## config.mk

```make
export PLATFORM = sky130hd
export DESIGN_NAME = and_cfar_detector
export DESIGN_NICKNAME = d
export VERILOG_FILES = /design/src/rtl/cfar_pkg.sv /design/src/rtl/cfar_sort_step.sv /design/src/rtl/cfar_window.sv /design/src/rtl/cfar_decide.sv /design/src/rtl/and_cfar_detector.sv
export SDC_FILE = /design/constraint.sdc
export NUM_CORES = 1
export LEC_CHECK = 0
export BUFFER_PORTS_ARGS = -buffer_cell sky130_fd_sc_hd__buf_2
export CORE_MARGIN = 5
export CORE_UTILIZATION = 31
export CTS_BUF_LIST = sky130_fd_sc_hd__clkbuf_4 sky130_fd_sc_hd__clkbuf_8
export DETAILED_ROUTE_END_ITERATION = 8
export PLACE_DENSITY = 0.46
export SYNTH_ARGS = -nofsm -noshare
export SYNTH_HDL_FRONTEND = slang
export SYNTH_SLANG_ARGS = --single-unit
```

## constraint.sdc

```tcl
create_clock -name clk -period 17.2 [get_ports clk]
set_input_delay 3.44 -clock clk [delete_from_list [all_inputs] [get_ports clk]]
set_output_delay 3.44 -clock clk [all_outputs]
set_load 0.02 [all_outputs]
```

## src/rtl/cfar_pkg.sv

```systemverilog
package cfar_pkg;

    // Number of fraction bits of the scale factor (4.4 fixed point).
    localparam int unsigned T_FRAC = 4;

    // Outcome of the two individual threshold tests.
    typedef struct packed {
        logic ca_hit;
        logic os_hit;
    } cfar_hits_t;

    // Total span of the sliding window: both halves, both guards, the CUT.
    function automatic int unsigned span_len(int unsigned half, int unsigned guard);
        return 2 * half + 2 * guard + 1;
    endfunction

endpackage

```

## src/rtl/cfar_sort_step.sv

```systemverilog
// One removal and one insertion on an ascending list, purely combinational.
module cfar_sort_step #(
    parameter int unsigned DW = 8,
    parameter int unsigned N  = 8
) (
    input  logic [N-1:0][DW-1:0] list_in,
    input  logic [DW-1:0]        rem_val,
    input  logic [DW-1:0]        ins_val,
    output logic [N-1:0][DW-1:0] list_out,
    output logic                 rem_hit
);
    logic [N-1:0]          match;
    logic [N-1:0]          seen;
    logic [N-2:0][DW-1:0]  gap;
    logic [N-2:0]          above;

    always_comb begin
        for (int i = 0; i < N; i++) begin
            match[i] = (list_in[i] == rem_val);
        end
        seen[0] = match[0];
        for (int i = 1; i < N; i++) begin
            seen[i] = seen[i-1] | match[i];
        end
    end

    // Close the gap left by the first matching entry, then mark entries above the newcomer.
    for (genvar i = 0; i < N - 1; i++) begin : g_close
        assign gap[i]   = seen[i] ? list_in[i+1] : list_in[i];
        assign above[i] = gap[i] > ins_val;
    end

    // Open a slot in front of the first larger entry.
    assign list_out[0] = above[0] ? ins_val : gap[0];
    for (genvar i = 1; i < N - 1; i++) begin : g_open
        assign list_out[i] = above[i-1] ? gap[i-1] : (above[i] ? ins_val : gap[i]);
    end
    assign list_out[N-1] = above[N-2] ? gap[N-2] : ins_val;

    assign rem_hit = seen[N-1];

endmodule

```

## src/rtl/cfar_window.sv

```systemverilog
// Sliding sample window with incremental reference sum and sorted reference list.
module cfar_window #(
    parameter int unsigned DW    = 8,
    parameter int unsigned HALF  = 4,
    parameter int unsigned GUARD = 1,
    parameter int unsigned IDXW  = 8,
    localparam int unsigned L    = cfar_pkg::span_len(HALF, GUARD),
    localparam int unsigned N    = 2 * HALF,
    localparam int unsigned SW   = DW + $clog2(N)
) (
    input  logic                 clk,
    input  logic                 rst,
    input  logic                 in_valid,
    input  logic                 frame_start,
    input  logic [DW-1:0]        in_sample,
    output logic [DW-1:0]        cut,
    output logic [SW-1:0]        ref_sum,
    output logic [N-1:0][DW-1:0] ref_sorted,
    output logic [IDXW-1:0]      newest_idx,
    output logic                 full,
    output logic                 step
);
    localparam int unsigned FW      = $clog2(L + 1);
    localparam int unsigned CUT_POS = HALF + GUARD;
    localparam int unsigned LAG_IN  = HALF + 2 * GUARD;

    logic [L-1:0][DW-1:0] win, base_win;
    logic [N-1:0][DW-1:0] base_sorted, mid_sorted, nxt_sorted;
    logic [SW-1:0]        base_sum, nxt_sum;
    logic [FW-1:0]        fill, base_fill;
    logic                 lead_hit, lag_hit;

    // A frame start rebuilds from an empty (all-zero) window.
    always_comb begin
        base_win    = frame_start ? '0 : win;
        base_sorted = frame_start ? '0 : ref_sorted;
        base_sum    = frame_start ? '0 : ref_sum;
        base_fill   = frame_start ? '0 : fill;
        nxt_sum     = base_sum + SW'(in_sample) - SW'(base_win[HALF-1])
                    + SW'(base_win[LAG_IN]) - SW'(base_win[L-1]);
    end

    cfar_sort_step #(.DW(DW), .N(N)) u_lead (
        .list_in  (base_sorted),
        .rem_val  (base_win[HALF-1]),
        .ins_val  (in_sample),
        .list_out (mid_sorted),
        .rem_hit  (lead_hit)
    );

    cfar_sort_step #(.DW(DW), .N(N)) u_lag (
        .list_in  (mid_sorted),
        .rem_val  (base_win[L-1]),
        .ins_val  (base_win[LAG_IN]),
        .list_out (nxt_sorted),
        .rem_hit  (lag_hit)
    );

    always_ff @(posedge clk) begin
        if (rst) begin
            win        <= '0;
            ref_sorted <= '0;
            ref_sum    <= '0;
            fill       <= '0;
            newest_idx <= '0;
            step       <= 1'b0;
        end else begin
            step <= in_valid;
            if (in_valid) begin
                win        <= {base_win[L-2:0], in_sample};
                ref_sorted <= nxt_sorted;
                ref_sum    <= nxt_sum;
                fill       <= (base_fill == FW'(L)) ? base_fill : base_fill + 1'b1;
                newest_idx <= frame_start ? '0 : newest_idx + 1'b1;
            end
        end
    end

    assign cut  = win[CUT_POS];
    assign full = (fill == FW'(L));

    // Direct recomputation of the reference sum, for checking only.
    function automatic logic [SW-1:0] direct_total(logic [L-1:0][DW-1:0] w);
        logic [SW-1:0] acc = '0;
        for (int i = 0; i < L; i++) begin
            if (i < HALF || i > LAG_IN) acc = acc + SW'(w[i]);
        end
        return acc;
    endfunction

    assert_ca_sum_R2: assert property (@(posedge clk) disable iff (rst)
        ref_sum == direct_total(win));

    assert_removal_found_R3: assert property (@(posedge clk) disable iff (rst)
        in_valid |-> (lead_hit && lag_hit));

    for (genvar i = 0; i < N - 1; i++) begin : g_order_chk
        assert_sorted_R3: assert property (@(posedge clk) disable iff (rst)
            ref_sorted[i] <= ref_sorted[i+1]);
    end

endmodule

```

## src/rtl/cfar_decide.sv

```systemverilog
// Division-free comparison of the CUT against both scaled estimates.
module cfar_decide #(
    parameter int unsigned DW = 8,
    parameter int unsigned N  = 8,
    parameter int unsigned TW = 8,
    localparam int unsigned SW = DW + $clog2(N),
    localparam int unsigned CW = TW + SW + cfar_pkg::T_FRAC,
    localparam int unsigned OW = TW + DW + cfar_pkg::T_FRAC
) (
    input  logic [DW-1:0]       cut,
    input  logic [SW-1:0]       ref_sum,
    input  logic [DW-1:0]       order_val,
    input  logic [TW-1:0]       t_scale,
    output cfar_pkg::cfar_hits_t hits
);
    logic [CW-1:0] ca_lhs, ca_rhs;
    logic [OW-1:0] os_lhs, os_rhs;

    always_comb begin
        ca_lhs      = CW'(cut) * CW'(N * (2 ** cfar_pkg::T_FRAC));
        ca_rhs      = CW'(t_scale) * CW'(ref_sum);
        os_lhs      = OW'(cut) << cfar_pkg::T_FRAC;
        os_rhs      = OW'(t_scale) * OW'(order_val);
        hits.ca_hit = ca_lhs > ca_rhs;
        hits.os_hit = os_lhs > os_rhs;
    end

endmodule

```

## src/rtl/and_cfar_detector.sv

```systemverilog
module and_cfar_detector #(
    parameter int unsigned DW    = 8,
    parameter int unsigned HALF  = 4,
    parameter int unsigned GUARD = 1,
    parameter int unsigned TW    = 8,
    parameter int unsigned IDXW  = 8,
    localparam int unsigned N    = 2 * HALF,
    localparam int unsigned KW   = $clog2(N),
    localparam int unsigned SW   = DW + $clog2(N)
) (
    input  logic            clk,
    input  logic            rst,
    input  logic            in_valid,
    input  logic            frame_start,
    input  logic [DW-1:0]   in_sample,
    input  logic [KW-1:0]   k_sel,
    input  logic [TW-1:0]   t_scale,
    output logic            det_valid,
    output logic            det_flag,
    output logic [IDXW-1:0] det_index
);
    logic [DW-1:0]        cut;
    logic [SW-1:0]        ref_sum;
    logic [N-1:0][DW-1:0] ref_sorted;
    logic [IDXW-1:0]      newest_idx;
    logic                 full, step;
    logic [KW-1:0]        k_q;
    logic [TW-1:0]        t_q;
    cfar_pkg::cfar_hits_t hits;

    cfar_window #(.DW(DW), .HALF(HALF), .GUARD(GUARD), .IDXW(IDXW)) u_win (
        .clk         (clk),
        .rst         (rst),
        .in_valid    (in_valid),
        .frame_start (frame_start),
        .in_sample   (in_sample),
        .cut         (cut),
        .ref_sum     (ref_sum),
        .ref_sorted  (ref_sorted),
        .newest_idx  (newest_idx),
        .full        (full),
        .step        (step)
    );

    cfar_decide #(.DW(DW), .N(N), .TW(TW)) u_decide (
        .cut       (cut),
        .ref_sum   (ref_sum),
        .order_val (ref_sorted[k_q]),
        .t_scale   (t_q),
        .hits      (hits)
    );

    always_ff @(posedge clk) begin
        if (rst) begin
            k_q       <= '0;
            t_q       <= '0;
            det_valid <= 1'b0;
            det_flag  <= 1'b0;
            det_index <= '0;
        end else begin
            if (in_valid) begin
                k_q <= k_sel;
                t_q <= t_scale;
            end
            det_valid <= step && full;
            det_flag  <= step && full && hits.ca_hit && hits.os_hit;
            if (step && full) begin
                det_index <= newest_idx - IDXW'(HALF + GUARD);
            end
        end
    end

    assert_flag_gated_R6: assert property (@(posedge clk) disable iff (rst)
        !det_valid |-> !det_flag);

    assert_fill_gate_R8: assert property (@(posedge clk) disable iff (rst)
        det_valid |-> $past(full));

    assert_one_per_sample_R7: assert property (@(posedge clk) disable iff (rst)
        det_valid |-> $past(in_valid, 2));

endmodule

```

# Word-level counts from Yosys, hierarchy flattened
# Index checks and enable logic that the tools add are counted.
dict set report classes {
  add_sub_neg 7
  multipliers 2
  n_lt_le_gt_ge 17
  eq_ne 16
  muxes 50
  bitwise 12
  reduce_logical 3
}
# operator count
set ops {}
lappend ops {{two-way mux 8 bit} 44}
lappend ops {{== test 8 bit} 14}
lappend ops {{greater-than comparator 8 bit} 14}
lappend ops {{two-way mux 88 bit} 1}
lappend ops {{two-way mux 64 bit} 1}
lappend ops {{binary-select mux 8 bit (select 3 bit)} 1}
lappend ops {{adder 11 x 8 -> 11 bit} 2}
lappend ops {{subtractor 11 x 8 -> 11 bit} 2}
lappend ops {{greater-than comparator 15 x 19 -> 1 bit} 1}
lappend ops {{multiplier 8 x 11 -> 19 bit} 1}
lappend ops {{greater-than comparator 12 x 16 -> 1 bit} 1}
lappend ops {{multiplier 8 x 8 -> 16 bit} 1}
lappend ops {{OR 1 bit} 12}
lappend ops {{two-way mux 11 bit} 1}
lappend ops {{adder 8 x 1 -> 8 bit, second input constant} 1}
lappend ops {{== test 4 bit, second input constant} 2}
lappend ops {{two-way mux 4 bit} 2}
lappend ops {{subtractor 8 x 3 -> 8 bit, second input constant} 1}
lappend ops {{adder 4 x 1 -> 4 bit, second input constant} 1}
lappend ops {{less-than comparator 3 x 4 -> 1 bit, second input constant} 1}
lappend ops {{logical AND 1 bit} 3}
dict set report totals {
  regBits 197
}

# Logic depth before layout (Yosys ltp)
# Gate-level depths: netlist of run 1.
dict set report depth {
  word_depth 18
  mapped_depth 40
  ltp_nobuf 35
}

# Cells and area by module
# A second synthesis of run 1 with hierarchy kept.
dict set report unflattened {
  hier_cells 2762
  area_unflattened_um2 22900.7
}
# mod n_inst cells_per_inst area_per_inst_um2 seq_area_each_um2
set modules_own_cells {}
lappend modules_own_cells {cfar_window 1 984 8265.4 3523.4}
lappend modules_own_cells {cfar_sort_step 2 502 3940.0 0.0}
lappend modules_own_cells {cfar_decide 1 659 5450.2 0.0}
lappend modules_own_cells {and_cfar_detector 1 115 1305.0 420.4}

# Least setup slack after synthesis of run 1
# OpenSTA, ideal clock, no wires.
dict set report synth_path {
  path_kind {input port to flip-flop}
  startpoint {in frame_start}
  endpoint {reg u_win.ref_sorted[42] in the netlist's numbering}
  setup_time_ns 0.122
  t_arrival_ns 10.986
  required_ns 17.078
  slack_ns 6.092
  cell_stages 36
  path_buffers 11
  path_cell_list {clkbuf_1 -> buf_2 -> clkbuf_1 -> clkbuf_1 -> clkbuf_1 -> clkbuf_1 -> clkbuf_1 -> clkbuf_1 -> clkbuf_1 -> clkbuf_1 -> nor2_1 -> ha_1 -> nor2b_1 -> o211ai_1 -> a211oi_1 -> or3_1 -> or4_1 -> o311a_1 -> and2_1 -> nor4_1 -> o221ai_1 -> o31ai_2 -> nor2_2 -> mux2_2 -> inv_1 -> ha_1 -> nor2b_1 -> o21a_1 -> o21ai_0 -> nand2b_1 -> a21oi_1 -> o21ai_0 -> o21ai_1 -> clkbuf_1 -> a31oi_1 -> a221o_1}
}
dict set report synth_via {
  elab_chain_len 17
  word_cells_on_any_way 59
}
# item line
set synth_lines {}
lappend synth_lines {{start, declared} and_cfar_detector.sv:14} ;# input logic frame_start,
lappend synth_lines {{two-way mux 64 bit or two-way mux 88 bit (tied branches)} {cfar_window.sv:36, cfar_window.sv:35}}
lappend synth_lines {{== test 8 bit} cfar_sort_step.sv:19} ;# match[i] = (list_in[i] == rem_val);
lappend synth_lines {{OR 1 bit} cfar_sort_step.sv:23} ;# seen[i] = seen[i-1] | match[i];
lappend synth_lines {{two-way mux 8 bit or OR 1 bit (tied branches)} {cfar_sort_step.sv:29, cfar_sort_step.sv:23}}
lappend synth_lines {{greater-than comparator 8 bit (tied with other cells)} cfar_sort_step.sv:30} ;# assign above[i] = gap[i] > ins_val;
lappend synth_lines {{two-way mux 8 bit (tied with other cells) (2 in series)} cfar_sort_step.sv:36} ;# assign list_out[i] = above[i-1] ? gap[i-1] : (above[i] ? ins_val : gap[i]);
lappend synth_lines {{== test 8 bit (tied with other cells)} cfar_sort_step.sv:19}
lappend synth_lines {{OR 1 bit (tied with other cells) (3 in series)} cfar_sort_step.sv:23}
lappend synth_lines {{OR 1 bit or == test 8 bit (tied branches)} {cfar_sort_step.sv:23, cfar_sort_step.sv:19}}
lappend synth_lines {{OR 1 bit} cfar_sort_step.sv:23}
lappend synth_lines {{two-way mux 8 bit} cfar_sort_step.sv:29} ;# assign gap[i] = seen[i] ? list_in[i+1] : list_in[i];
lappend synth_lines {{greater-than comparator 8 bit} cfar_sort_step.sv:30}
lappend synth_lines {{two-way mux 8 bit} cfar_sort_step.sv:36}
lappend synth_lines {{two-way mux 8 bit *} cfar_sort_step.sv:36}
lappend synth_lines {{end signal, assigned} cfar_window.sv:71} ;# ref_sorted <= nxt_sorted;
lappend synth_lines {{end, declared} cfar_window.sv:18} ;# output logic [N-1:0][DW-1:0] ref_sorted,
# Every way passes the cells marked *; elsewhere a longest branch is shown, timed or not.
# A chain may end at the register's enable or synchronous reset.

# Final worst setup path of run 1
dict set report layout_path {
  startpoint {in frame_start}
  endpoint {reg u_win.ref_sorted[46] in the netlist's numbering}
}
# The elaborated chain is that of the path after synthesis.

==> flow_metrics.tcl, run 1 <==
set metrics [dict create \
    status "complete, no violations" \
    synth.most_common_cell "nand2_1" \
    synth_commonest_cells "nand2_1, nor2_1, ha_1" \
    syn_nets 3285 \
    fin_setup_tns_ns 0 \
    layout.nets 3179 \
    die_w_um 284 \
    critical_path_required_ns 17.61 \
    intPower_uw 1470 \
    ys_types 100 \
    avgRoutedWirePerCell_um 24.6 \
    top_usage_layer "met2" \
    grt_overflow 0 \
    post-place-ws_ns 5.44 \
    yosys.area.top_type_share_pct 16.9 \
    swShare_pct 55.1 \
    r2r_cells 32 \
    seq_area_frac_synth_pct 16.9 \
    hp-class "flop to flop" \
    cts_hold_buf 0 \
    drv_slew 0 \
    grt_pass1_wl_mm 140 \
    hp-start "det_index[2]$_SDFFE_PP0P_" \
    gp_congestion 0.969 \
    worst_pin_slew_ns 1.12 \
    startpoint_type "input port" \
    syn_inst 2929 \
    min_period_ns 11.36 \
    drive_gt1_share_pct 7.79 \
    maxCapViolations 0 \
    floorplan.initialDensity_pct 31.3 \
    multi_input_area_sq_um 17700 \
    crit_end "u_win.ref_sorted[46]$_SDFFE_PP0P_" \
    avgSynthCellArea_sq_um 7.96 \
    use_met3_pct 3.49 \
    synth_area_leader_cell "dfxtp_1" \
    clock-sinks 197 \
    seqPwrFrac_pct 19.8 \
    core_area_sq_um 74400 \
    dieArea_sq_um 80700 \
    arrival_ns 11.77 \
    finalSetupViolations 0 \
    r2r-start "u_win.win[27]$_SDFFE_PP0P_" \
    clockPowerShare_pct 10.3 \
    grt_max_degree 118 \
    postCtsSetupRepairBufs 0 \
    total_power_uw 3290 \
    wl_mm 93.6 \
    cp-startpoint "frame_start" \
    ys_ff_latch 197 \
    h-tree-depth 4 \
    ctsResizeCount 0 \
    rows 100 \
    vias 22100 \
    grt.met2_usage_pct 35.2 \
    p_switching_uw 1810 \
    cp_num_buf_inv 4 \
    worst-path-stages 28 \
    end_kind "flop" \
    grt.total_usage_pct 22.4 \
    cts.clk_slew.worst_paths_ns 0.12 \
    synth_edf_count 0 \
    root_buffer "clkbuf_8" \
    antenna_found_initial 2 \
    die_h_um 284 \
    ff2ff_setup_slack_ns 7.66 \
    ys.flop_type "dfxtp_1" \
    syn_area_sq_um 23300 \
    met1_usage_pct 30.7 \
    critPathTopFamily "compound AO/OA/AOI/OAI gates" \
    ant_nets 0 \
    leakage_uw 0.0106 \
    cp_max_fo 73 \
    slew_headroom_pct 24.5 \
    cts_buffer_depth 2 \
    drt_first_iter_violations 2147 \
    setup_slack_ns 5.84 \
    power_density_nw_per_um2 133 \
    critPathSlowestCell "a22o_1" \
    clock_skew_ns 0.0240 \
    max_freq_mhz 88.1 \
    grt_pass1_vias 21700 \
    critPathMaxStageDelay_ns 0.91 \
    r2r_end "u_win.ref_sorted[46]$_SDFFE_PP0P_" \
    synth_area_leaders "dfxtp_1, ha_1, fa_1" \
    fin_crit_sh_pct 66.0 \
    drt-pass1-iter-count 6 \
    hpwl_mm 69.4 \
    cts_inserted_buffers 17 \
    vdd_drop_max_uv 137 \
    cts_tree "done" \
    via_per_inst 5.80 \
    grt_setup_unrepaired "no" \
    regArea_sq_um 3940 \
    hold_ws_ns 0.459 \
    syn2layout_area_growth_pct 5.87 \
    synthArstFlopShare_pct 0 \
    clock_latency_ns 0.52 \
    critical_path_class "input port to flop" \
    port_buffers 32 \
    final.fill_count 7817 \
    io_pins 33 \
    p_comb_share_pct 69.9 \
    yosysWarnings 0 \
    final_hold_viol_count 0 \
    drc 0 \
]
==> cells in the final DEF (no fill, tap or decap), types with 40 or more instances in the layout <==
| cell type | Yosys | final |
|---|---|---|
| nor2b_1 | 57 | 57 |
| ha_1 | 220 | 220 |
| xor2_1 | 40 | 40 |
| fa_1 | 113 | 113 |
| mux2i_1 | 118 | 118 |
| nand2_1 | 242 | 242 |
| inv_1 | 197 | 197 |
| buf_4 | 8 | 56 |
| o21ai_0 | 106 | 105 |
| nand2b_1 | 108 | 108 |
| xnor2_1 | 67 | 67 |
| dfxtp_1 | 197 | 197 |
| nand3_1 | 120 | 120 |
| nor2_1 | 241 | 239 |
| and2_1 | 65 | 65 |
| nand4_1 | 49 | 49 |
| a21oi_1 | 213 | 213 |
==> per-stage QoR <==
stage               std cells  utilization [%]  instance area, sq um
finish                   3807             33.1                 24700
global route             3806             33.1                 24700
CTS                      3805             33.1                 24700
detailed placement       3773             32.5                 24200
global placement         3773             32.5                 24200
floorplan                2929                -                 23300
==> cell type report <==
class | count | share of cell area (%)
multi-input cells | 2317 | 71.8
flip-flops and latches | 197 | 16.0
well taps | 969 | 4.91
inverters | 203 | 3.10
repair buffers | 87 | 2.39
clock buffers | 17 | 0.948
clock inverters | 15 | 0.827
diodes | 2 | 0.0203
==> cell families after synthesis <==
kind of cell / count (synthesis) / share of synthesized area (%)
compound gates: 718 / 20.9
mux: 160 / 7.92
fa+ha+maj: 333 / 21.5
flops: 197 / 16.9
buf+inv: 415 / 7.13
xor+xnor: 108 / 4.09
simple gates: 998 / 21.5
==> worst min path at each step <==
stage | to | slack (ns) | depth (start not counted)
5_1_grt | det_index[2]$_SDFFE_PP0P_ | 0.49 | 2
2_1_floorplan | u_win.win[48]$_SDFFE_PP0P_ | 0.45 | 2
3_3_place_gp | det_index[2]$_SDFFE_PP0P_ | 0.45 | 2
6_report | det_index[2]$_SDFFE_PP0P_ | 0.46 | 2
4_1_cts | det_index[2]$_SDFFE_PP0P_ | 0.46 | 2
3_5_place_dp | det_index[2]$_SDFFE_PP0P_ | 0.45 | 2
==> sequential cells by signal (all words and copies together) (netlist names) <==
signal / flops
u_win.cut: 8
u_win.step: 1
t_q: 8
k_q: 3
det_flag: 1
u_win.ref_sum: 11
det_valid: 1
u_win.ref_sorted: 64
det_index: 8
u_win.win: 80
u_win.newest_idx: 8
u_win.fill: 4
==> worst reg2reg max path, delay by kind of cell, from the launching register on <==
family / cells / cell delay, ns
AOI/OAI and AO/OA: 14 / 4.22
xor gates and xnor gates: 1 / 0.24
adders and majority gates: 2 / 0.52
buffers and inverters: 4 / 0.71
DFF: 1 / 0.92
muxes: 2 / 0.85
and+or+nand+nor: 9 / 1.98
==> layer usage <==
| layer | up-vias | routed length, um |
|---|---|---|
| li1 | 10200 | - |
| met1 | 10800 | 41400 |
| met2 | 908 | 41300 |
| met3 | 245 | 6580 |
| met4 | 0 | 4370 |
| met5 | - | 0 |
==> power groups by stage <==
stage	registers, uW	logic (uW)	clock network (uW)
floorplan	550	1760	0
global placement	654	2220	0
detailed placement	653	2240	0
CTS	643	2250	351
global route	651	2500	367
finish	651	2290	339
Power figures use the tool's default switching activity.
==> run 2: changes to the inputs <==
- ABC_AREA: not set -> 1
- PLACE_DENSITY: 0.46 -> 0.48
- clock period: 17.2 -> 9.5 ns (I/O delays scaled with it)
==> flow_metrics.tcl, run 2 <==
set metrics [dict create \
    grt_max_degree 80 \
    antenna_found_initial 4 \
    via_per_inst 5.10 \
    die_w_um 286 \
    final_hold_viol_count 0 \
    largest-register "u_win.win" \
    floorplan.initialDensity_pct 31.2 \
    clock_skew_ns 0.0285 \
    max_freq_mhz 114 \
    startpoint_type "input port" \
    cts_hold_buf 0 \
    cts_inserted_buffers 17 \
    vias 24100 \
    hpwl_mm 71.6 \
    synth_fa_ha_area_share_pct 21.3 \
    ys_ff_latch 197 \
    fin_util_pct 33.3 \
    min_period_ns 8.76 \
    dieArea_sq_um 81700 \
    core_area_sq_um 75700 \
    synth_commonest_cells "nand2_1, inv_1, nand3_1" \
    postCtsSetupRepairBufs 0 \
    synth-xor-area-share_pct 1.49 \
    cts.clk_slew.worst_paths_ns 0.14 \
    grt.total_usage_pct 22.1 \
    drt-pass1-iter-count 6 \
    grt_overflow 0 \
    layout.nets 4083 \
    syn_nets 4131 \
    synth_top_family_by_area "simple AND/OR/NAND/NOR gates" \
    largest_reg_flops 80 \
    hp-class "flop to flop" \
    worst_pin_slew_ns 1.31 \
    status "complete, no violations" \
    h-tree-depth 4 \
    port_buffers 32 \
    drc 0 \
    critPathMaxStageDelay_ns 0.74 \
    fin_setup_tns_ns 0 \
    slew_headroom_pct 12.6 \
    rows 101 \
    ys_types 50 \
    gp_congestion 0.957 \
    cts_buffer_depth 2 \
    final_common_cell "nand2_1" \
    yosys.area.top_type_share_pct 16.8 \
    syn_inst 3775 \
    io_pins 33 \
    finalSetupViolations 0 \
    drv_slew 0 \
    drive_gt1_share_pct 6.15 \
    drt_first_iter_violations 2442 \
    avgRoutedWirePerCell_um 19.5 \
    ys.flop_type "dfxtp_1" \
    maxCapViolations 0 \
    synth.most_common_cell "nand2_1" \
    clock_latency_ns 0.59 \
    cp_max_fo 24 \
    end_kind "flop" \
    fin_crit_sh_pct 92.2 \
    most-common-layout-cells "nand2_1, inv_1, nand3_1" \
    critical_path_class "input port to flop" \
    synth_mux_area_share_pct 0 \
    arrival_ns 9.24 \
    avgSynthCellArea_sq_um 6.25 \
    seq_area_frac_synth_pct 16.7 \
    yosysWarnings 0 \
    synthArstFlopShare_pct 0 \
    ctsResizeCount 0 \
    syn2layout_area_growth_pct 6.83 \
    grt_pass1_wl_mm 139 \
    root_buffer "clkbuf_8" \
    syn_area_sq_um 23600 \
    ant_nets 0 \
    critical_path_required_ns 9.99 \
    wl_mm 92.2 \
    synth_area_leader_cell "nand2_1" \
    synth_area_leaders "nand2_1, dfxtp_1, ha_1" \
    top_regs "u_win.win x80, u_win.ref_sorted x64, u_win.ref_sum x11" \
    synth_compound_area_share_pct 15.8 \
    cts_tree "done" \
    cp_common_cell "nand2_1" \
    critPathSlowestCell "nor2_1" \
    clock-sinks 197 \
    synth-simple-area-share_pct 31.6 \
    grt_setup_unrepaired "no" \
    synth_edf_count 0 \
    grt_pass1_vias 22400 \
    final.fill_count 8553 \
    die_h_um 286 \
]
## run 2: cell types whose count changed in the layout (fill, tap and decap cells not counted), moves of 57 or more
| cell | change |
|---|---|
| nand2_1 | +814 |
| and2_1 | -59 |
| a21oi_1 | +64 |
| nand3_1 | +206 |
| o21ai_0 | +170 |
| mux2i_1 | -118 |
| nor2b_1 | -57 |
| inv_1 | +393 |
| nand2b_1 | -108 |
## run 2: critical path, delay by kind of cell
kind                     cells  cell delay, ns
AND/OR/NAND/NOR             30            5.08
buffers and inverters        8            0.88
AO/OA/AOI/OAI                5            0.79
adder cells (fa/ha/maj)      2            0.54
## run 2: stage by stage
stage | worst slack, ns | instance area (sq um) | std cells | hold slack, ns
after floorplan | 2.40 | 23600 | 3775 | 0.445
after global placement | 0.393 | 24700 | 4686 | 0.454
after detailed placement | 0.420 | 24700 | 4686 | 0.455
after CTS | 1.08 | 25200 | 4718 | 0.475
after global routing | 0.0666 | 25200 | 4719 | 0.491
final | 0.742 | 25200 | 4720 | 0.474
## run 2: cells by family (layout without fill, tap and decap cells)
| group | after synthesis | in the layout |
|---|---|---|
| AO/OA/AOI/OAI | 685 | 685 |
| XOR/XNOR | 40 | 40 |
| adder cells (fa/ha/maj) | 333 | 333 |
| buffers and inverters | 782 | 747 |
| flip-flops | 197 | 197 |
| other | 0 | 2 |
| AND/OR/NAND/NOR | 1738 | 1738 |
## run 2: final cells by class
class | count | area (sq um) | area share (%)
tap | 978 | 1220 | 4.86
clock inverter | 15 | 243 | 0.963
inverter | 617 | 2330 | 9.25
clock buffer | 17 | 234 | 0.928
sequential | 197 | 3940 | 15.7
antenna | 2 | 5.00 | 0.0199
multi-input combinational | 2796 | 16600 | 65.7
timing repair buffer | 98 | 667 | 2.65
## run 2: worst paths after layout
kind                                       end                        from  depth (start not counted)  slack (ns)
min reg2reg         u_win.win[15]$_SDFFE_PP0P_  u_win.win[15]$_SDFFE_PP0P_                          2        0.47
max          u_win.ref_sorted[45]$_SDFFE_PP0P_                 frame_start                         45        0.74
min                 u_win.win[15]$_SDFFE_PP0P_  u_win.win[15]$_SDFFE_PP0P_                          2        0.47
max reg2reg  u_win.ref_sorted[45]$_SDFFE_PP0P_  u_win.win[29]$_SDFFE_PP0P_                         45        1.76
## run 2: routing by layer
metal	vias up	share of wire [%]	track usage, %
met5	-	0	0
met4	0	3.0	6.39
met3	124	6.3	4.06
met2	650	44	34.4
met1	11300	47	31.2
li1	12000	-	-
Power of run 2 is left out: the tool's default activity adds up to more than one toggle a clock period on the data nets, which glitch-free logic cannot reach.
